==> config.mk <==
export PLATFORM = sky130hd
export DESIGN_NAME = act_wdog_rstgen
export DESIGN_NICKNAME = d
export VERILOG_FILES = /design/src/rtl/wdog_pkg.sv /design/src/rtl/wdog_sync_edge.sv /design/src/rtl/wdog_timer.sv /design/src/rtl/wdog_pulse.sv /design/src/rtl/act_wdog_rstgen.sv
export SDC_FILE = /design/constraint.sdc
export NUM_CORES = 1
export LEC_CHECK = 0
export BUFFER_PORTS_ARGS = -buffer_cell sky130_fd_sc_hd__buf_2
export CAP_MARGIN = 20
export CORE_ASPECT_RATIO = 0.75
export CORE_UTILIZATION = 50
export DETAILED_ROUTE_END_ITERATION = 12
export HOLD_SLACK_MARGIN = 0.02
export PLACE_DENSITY_LB_ADDON = 0.05
export SETUP_SLACK_MARGIN = 0.15
export SYNTH_ARGS = -nofsm -noshare
export SYNTH_HDL_FRONTEND = slang
export SYNTH_SLANG_ARGS = --single-unit
export TNS_END_PERCENT = 1
==> constraint.sdc <==
create_clock -name clk -period 2.45 [get_ports clk]
set_input_delay 0.6125 -clock clk [delete_from_list [all_inputs] [get_ports clk]]
set_output_delay 0.6125 -clock clk [all_outputs]
set_load 0.01 [all_outputs]
==> src/rtl/wdog_pkg.sv <==
package wdog_pkg;

  // Converts a duration in microseconds to a whole number of clock cycles (minimum 1).
  function automatic int us_to_cycles(longint clk_hz, longint dur_us);
    longint c;
    c = (clk_hz * dur_us) / 64'd1000000;
    if (c < 1) c = 1;
    return int'(c);
  endfunction

  // Width of a counter that must hold the values 0 .. n-1.
  function automatic int cnt_width(int n);
    return (n <= 2) ? 1 : $clog2(n);
  endfunction

endpackage

==> src/rtl/wdog_sync_edge.sv <==
module wdog_sync_edge (
  input  logic clk,
  input  logic rst_n,
  input  logic d_async,
  output logic rise
);
  // [0],[1]: synchronizer flops, [2]: previous synchronized value
  logic [2:0] shreg;

  always_ff @(posedge clk or negedge rst_n) begin
    if (!rst_n) shreg <= '0;
    else        shreg <= {shreg[1:0], d_async};
  end

  assign rise = shreg[1] & ~shreg[2];

  // a detected rise lasts one cycle only
  p_single_rise_r2: assert property (@(posedge clk) disable iff (!rst_n)
    rise |=> !rise);

endmodule

==> src/rtl/wdog_timer.sv <==
module wdog_timer #(
  parameter int LIMIT = 16,
  parameter int W     = 4
) (
  input  logic         clk,
  input  logic         rst_n,
  input  logic         hold,
  input  logic         kick,
  output logic         expire,
  output logic [W-1:0] count
);
  localparam logic [W-1:0] LAST = W'(LIMIT - 1);

  assign expire = !hold && !kick && (count == LAST);

  always_ff @(posedge clk or negedge rst_n) begin
    if (!rst_n)                      count <= '0;
    else if (hold || kick || expire) count <= '0;
    else                             count <= count + 1'b1;
  end

  // the count never runs past its limit
  p_no_overflow_r3: assert property (@(posedge clk) disable iff (!rst_n)
    count <= LAST);
  // an accepted kick restarts the count from zero
  p_kick_restart_r2: assert property (@(posedge clk) disable iff (!rst_n)
    (kick && !hold) |=> (count == '0));

endmodule

==> src/rtl/wdog_pulse.sv <==
module wdog_pulse #(
  parameter int WIDTH = 4,
  parameter int W     = 2
) (
  input  logic         clk,
  input  logic         rst_n,
  input  logic         start,
  output logic         active,
  output logic [W-1:0] count
);
  localparam logic [W-1:0] LAST = W'(WIDTH - 1);

  always_ff @(posedge clk or negedge rst_n) begin
    if (!rst_n) begin
      active <= 1'b0;
      count  <= '0;
    end else if (active) begin
      if (count == LAST) begin
        active <= 1'b0;
        count  <= '0;
      end else begin
        count <= count + 1'b1;
      end
    end else if (start) begin
      active <= 1'b1;
      count  <= '0;
    end
  end

  // the pulse counter stays inside the pulse width
  p_width_bound_r4: assert property (@(posedge clk) disable iff (!rst_n)
    active |-> (count <= LAST));
  // the pulse ends only once its full width has elapsed
  p_full_width_r4: assert property (@(posedge clk) disable iff (!rst_n)
    $fell(active) |-> ($past(count) == LAST));

endmodule

==> src/rtl/act_wdog_rstgen.sv <==
module act_wdog_rstgen #(
  parameter longint CLK_HZ     = 100000000,
  parameter longint TIMEOUT_US = 4750000,
  parameter longint PULSE_US   = 460
) (
  input  logic clk,
  input  logic rst_n,
  input  logic line_in,
  output logic rst_out
);
  import wdog_pkg::*;

  // cycle counts derived from frequency and durations
  localparam int TIMEOUT_CYCLES = us_to_cycles(CLK_HZ, TIMEOUT_US);
  localparam int PULSE_CYCLES   = us_to_cycles(CLK_HZ, PULSE_US);
  localparam int TW             = cnt_width(TIMEOUT_CYCLES);
  localparam int PW             = cnt_width(PULSE_CYCLES);

  logic          line_rise;
  logic          tmr_expire;
  logic [TW-1:0] tmr_count;
  logic [PW-1:0] pls_count;
  logic          pulse_on;

  wdog_sync_edge u_sync (
    .clk     (clk),
    .rst_n   (rst_n),
    .d_async (line_in),
    .rise    (line_rise)
  );

  // the timer is held cleared while the pulse is active
  wdog_timer #(.LIMIT(TIMEOUT_CYCLES), .W(TW)) u_timer (
    .clk    (clk),
    .rst_n  (rst_n),
    .hold   (pulse_on),
    .kick   (line_rise),
    .expire (tmr_expire),
    .count  (tmr_count)
  );

  wdog_pulse #(.WIDTH(PULSE_CYCLES), .W(PW)) u_pulse (
    .clk    (clk),
    .rst_n  (rst_n),
    .start  (tmr_expire),
    .active (pulse_on),
    .count  (pls_count)
  );

  assign rst_out = pulse_on;

  // output low throughout power-on reset
  p_por_low_r1: assert property (@(posedge clk) !rst_n |-> !rst_out);
  // an expiry raises the reset output on the next edge
  p_expire_fires_r3: assert property (@(posedge clk) disable iff (!rst_n)
    tmr_expire |=> rst_out);
  // no timing progresses while the pulse is active
  p_ignore_during_pulse_r6: assert property (@(posedge clk) disable iff (!rst_n)
    rst_out |-> (tmr_count == '0));
  // timing restarts from zero when the pulse ends
  p_rearm_r5: assert property (@(posedge clk) disable iff (!rst_n)
    $fell(rst_out) |-> (tmr_count == '0));

endmodule

==> impl_results.html <==
<table>
<tr><th>Metric</th><th>Value</th></tr>
<tr><th colspan="2">STA</th></tr>
<tr><td>Slew at the pin with the worst max-slew slack</td><td>0.590 ns</td></tr>
<tr><td>Min Tclk post-route</td><td>2.14 ns</td></tr>
<tr><td>Final hold slack</td><td>0.301 ns</td></tr>
<tr><td>Final hold violation count</td><td>0</td></tr>
<tr><td>Fmax achieved</td><td>0.467 GHz</td></tr>
<tr><td>Final setup violation count</td><td>0</td></tr>
<tr><td>Worst-case clock skew</td><td>0.00803 ns</td></tr>
<tr><td>Final slew viol count</td><td>0</td></tr>
<tr><td>Setup repair after global routing missed its margin</td><td>false</td></tr>
<tr><td>Worst rel slew slack</td><td>60.7%</td></tr>
<tr><td>Period Utilization, post-route</td><td>87.4%</td></tr>
<tr><td>TNS Setup</td><td>0 ns</td></tr>
<tr><th colspan="2">Logic synthesis</th></tr>
<tr><td>Net count after synthesis</td><td>281</td></tr>
<tr><td>Number of instances in the synthesized netlist</td><td>276</td></tr>
<tr><td>Number of synthesized flops with an enable pin</td><td>0</td></tr>
<tr><td>Synth area leaders</td><td>sky130_fd_sc_hd__dfrtp_1, sky130_fd_sc_hd__nand4_1, sky130_fd_sc_hd__xnor2_1, sky130_fd_sc_hd__nand3_1, sky130_fd_sc_hd__or4_1</td></tr>
<tr><td>Number of library cell types mapped by synthesis</td><td>41</td></tr>
<tr><td>Dominant cell type by area after synthesis</td><td>sky130_fd_sc_hd__dfrtp_1</td></tr>
<tr><td>Synth top area share</td><td>47.0%</td></tr>
<tr><td>Yosys warning total</td><td>0</td></tr>
<tr><td>Ys async rst share</td><td>100%</td></tr>
<tr><td>Post-synthesis sequential element count</td><td>49</td></tr>
<tr><td>Mean area per synthesized cell</td><td>9.46 um2</td></tr>
<tr><td>Total standard cell area after synthesis</td><td>2610 um2</td></tr>
<tr><td>Flip-flop cell with the highest count after synthesis</td><td>sky130_fd_sc_hd__dfrtp_1</td></tr>
<tr><td>Share of the yosys chip area belonging to registers</td><td>47.0%</td></tr>
<tr><th colspan="2">Status</th></tr>
<tr><td>Run status</td><td>completed</td></tr>
<tr><th colspan="2">CTS</th></tr>
<tr><td>TritonCTS clock tree</td><td>yes</td></tr>
<tr><td>CTS hold repair buffers</td><td>0</td></tr>
<tr><td>Buffer levels on the longest clock path</td><td>2</td></tr>
<tr><td>Source-to-sink clock delay at the later pin of the worst-skew pair</td><td>0.30 ns</td></tr>
<tr><td>Buffer cell driving the clock tree root</td><td>sky130_fd_sc_hd__clkbuf_8</td></tr>
<tr><td>Clock-pin slew of the registers on the worst-case setup and hold paths</td><td>0.09 ns</td></tr>
<tr><td>Clock sink total</td><td>49</td></tr>
<tr><td>Quantity of gates resized following cts</td><td>0</td></tr>
<tr><td>Number of H-tree levels</td><td>2</td></tr>
<tr><td>Num CTS Buffers</td><td>5</td></tr>
<tr><td>Number of buffers inserted by post-CTS setup repair</td><td>0</td></tr>
<tr><th colspan="2">Detailed routing</th></tr>
<tr><td>Number of vias in the routed layout</td><td>2142</td></tr>
<tr><td>Remaining antenna violation count after routing</td><td>0</td></tr>
<tr><td>Via/cell ratio</td><td>6.28</td></tr>
<tr><td>First-pass DRT Iterations</td><td>4</td></tr>
<tr><td>Final routed DRC violation total</td><td>0</td></tr>
<tr><td>DRC violation total after the first TritonRoute iteration</td><td>120</td></tr>
<tr><td>Routed wire length per instance</td><td>16.5 um</td></tr>
<tr><td>WL final</td><td>5.63 mm</td></tr>
<tr><th colspan="2">Final layout</th></tr>
<tr><td>Most frequent cells in the layout</td><td>sky130_fd_sc_hd__dfrtp_1, sky130_fd_sc_hd__nand4_1, sky130_fd_sc_hd__inv_1, sky130_fd_sc_hd__nand2_1, sky130_fd_sc_hd__nor2_1</td></tr>
<tr><td>Number of diodes</td><td>0</td></tr>
<tr><td>Share of layout cells above drive strength 1</td><td>8.90%</td></tr>
<tr><td>Net total in the final layout</td><td>285</td></tr>
<tr><td>Cell area after layout</td><td>2810 um2</td></tr>
<tr><td>Commonest non-fill, non-tap cell in the layout</td><td>sky130_fd_sc_hd__dfrtp_1</td></tr>
<tr><td>Area growth from synthesis to final layout</td><td>7.62%</td></tr>
<tr><th colspan="2">Floorplanning</th></tr>
<tr><td>Height of the die</td><td>64.6 um</td></tr>
<tr><td>Std-Cell Core Area</td><td>4950 um2</td></tr>
<tr><td>I/O pin total</td><td>4</td></tr>
<tr><td>Initial core utilization</td><td>52.7%</td></tr>
<tr><td>Die span in x</td><td>85.4 um</td></tr>
<tr><td>Die area</td><td>5520 um2</td></tr>
<tr><td>Placement Rows</td><td>22</td></tr>
<tr><th colspan="2">Worst hold path</th></tr>
<tr><td>Hold/Removal Path Class</td><td>in -&gt; async</td></tr>
<tr><th colspan="2">Power</th></tr>
<tr><td>Maximum resistive drop on vdd</td><td>472 uV</td></tr>
<tr><td>Leakage component of the power</td><td>1.06 nW</td></tr>
<tr><td>Total power consumption of the routed design</td><td>0.00144 W</td></tr>
<tr><td>Total power per unit cell area</td><td>512 nW/um2</td></tr>
<tr><th colspan="2">Global routing</th></tr>
<tr><td>Via count of the first global-routing pass</td><td>1975</td></tr>
<tr><td>Wire length of the first global-routing pass</td><td>9.84 mm</td></tr>
<tr><td>Total global-route track usage</td><td>22.8%</td></tr>
<tr><td>Grt ovf</td><td>0</td></tr>
<tr><td>Pin count of the biggest net entering global routing</td><td>30</td></tr>
<tr><td>Antenna violations before repair</td><td>0</td></tr>
<tr><th colspan="2">Critical path</th></tr>
<tr><td>Kind of cell with the highest combined delay on the critical path</td><td>simple AND/OR/NAND/NOR gates</td></tr>
<tr><td>Critical path launch point type</td><td>register</td></tr>
<tr><td>Capturing element type of the critical path</td><td>register</td></tr>
<tr><td>Critical-path cell list</td><td>nand4_1 -&gt; or4_1 -&gt; or4_4 -&gt; a21oi_2</td></tr>
<tr><td>Slowest cell delay on critical path</td><td>0.70 ns</td></tr>
<tr><td>Top fanout value on the critical path</td><td>9</td></tr>
<tr><td>Endpoint required time on the critical path</td><td>2.69 ns</td></tr>
<tr><td>Setup CP Type</td><td>reg -&gt; reg</td></tr>
<tr><td>WP data arrival</td><td>2.38 ns</td></tr>
<tr><td>WP buf/inv</td><td>0</td></tr>
<tr><td>Critical path's slowest cell</td><td>sky130_fd_sc_hd__or4_1</td></tr>
<tr><th colspan="2">Placement</th></tr>
<tr><td>Final HPWL DP</td><td>3.89 mm</td></tr>
<tr><td>Instance area at placement</td><td>2720 um2</td></tr>
<tr><td>Global placement routability congestion</td><td>0.890</td></tr>
<tr><td>IO buf count</td><td>3</td></tr>
<tr><th colspan="2">Run</th></tr>
<tr><td>Count of maximum capacitance violations</td><td>0</td></tr>
</table>
[layer usage]
layer,up-vias,global-route usage [%],share of wire (%)
li1,1054,-,-
met2,53,31.6,39
met1,1030,35.6,54
met5,-,0,0
met4,0,5.00,0.62
met3,5,5.61,6.7
[state kept, by name (all words and copies together), names as in the netlist]
name and cells:
u_sync.shreg 3, u_pulse.count 16, u_pulse.active 1, u_timer.count 29
[layout make-up]
| cell class | count | area (um2) |
|---|---|---|
| inverter | 18 | 67.6 |
| tap | 60 | 75.1 |
| clock buffer | 5 | 68.8 |
| timing repair buffer | 10 | 80.1 |
| fill | 463 | 2140 |
| sequential | 49 | 1230 |
| clock inverter | 3 | 17.5 |
| multi-input combinational | 196 | 1270 |
[path summary, 6_finish.rpt]
kind,from,endpoint,slack [ns],cells after the start
worst max-delay path,u_timer.count[6],u_timer.count[28],0.31,4
worst min-delay path,rst_n,u_timer.count[23],0.30,1
worst max register to register,u_timer.count[6],u_timer.count[28],0.31,4
worst min register to register,u_sync.shreg[0],u_sync.shreg[1],0.36,0
max in group asynchronous,rst_n,u_pulse.count[11],1.62,2
min in group clk,u_sync.shreg[0],u_sync.shreg[1],0.36,0
[metrics by stage]
stage,utilization [%],setup WS [ns],cells
after global placement,54.9,0.335,333
final,56.7,0.309,341
after CTS,56.6,0.254,341
after detailed placement,54.9,0.272,333
after floorplan,-,0.377,276
after global routing,56.7,0.188,341
[cells in the mapped netlist (2+ instances only)]
library cell and instances:
sky130_fd_sc_hd__nand4b_1 2, sky130_fd_sc_hd__a31oi_1 3, sky130_fd_sc_hd__o311ai_0 2, sky130_fd_sc_hd__nor4b_1 4
sky130_fd_sc_hd__buf_2 4, sky130_fd_sc_hd__and3_1 2, sky130_fd_sc_hd__a21oi_1 13, sky130_fd_sc_hd__ha_1 2
sky130_fd_sc_hd__o221ai_1 6, sky130_fd_sc_hd__nand4_1 21, sky130_fd_sc_hd__nor4_1 10, sky130_fd_sc_hd__nor2_1 16
sky130_fd_sc_hd__o31ai_1 7, sky130_fd_sc_hd__dfrtp_1 49, sky130_fd_sc_hd__o2111ai_1 2, sky130_fd_sc_hd__o211ai_1 4
sky130_fd_sc_hd__clkbuf_1 9, sky130_fd_sc_hd__nor3_1 3, sky130_fd_sc_hd__and4_1 5, sky130_fd_sc_hd__o31a_1 2
sky130_fd_sc_hd__o21ai_0 12, sky130_fd_sc_hd__or3_1 8, sky130_fd_sc_hd__xnor2_1 9, sky130_fd_sc_hd__or4_1 10
sky130_fd_sc_hd__nand2b_1 6, sky130_fd_sc_hd__inv_1 17, sky130_fd_sc_hd__nand3_1 15, sky130_fd_sc_hd__xor2_1 5
sky130_fd_sc_hd__nand2_1 16
[cell families (layout without fill, tap and decap cells)]
family	after synthesis	count (layout)	share of synthesized area, %
DFF	49	49	47.0
and+or+nand+nor	124	124	28.4
xor gates and xnor gates	14	14	4.70
buffers and inverters	31	36	4.65
adders and majority gates	2	2	0.958
AOI/OAI and AO/OA	55	55	14.0
muxes	1	1	0.383
[power by group]
| part | total, W | internal, W | switching (W) |
|---|---|---|---|
| Sequential | 0.000873 | 0.000833 | 0.0000400 |
| Combinational | 0.0000947 | 0.0000353 | 0.0000594 |
| Clock | 0.000470 | 0.000197 | 0.000272 |
No activity file was read; power rests on OpenSTA's default activity.
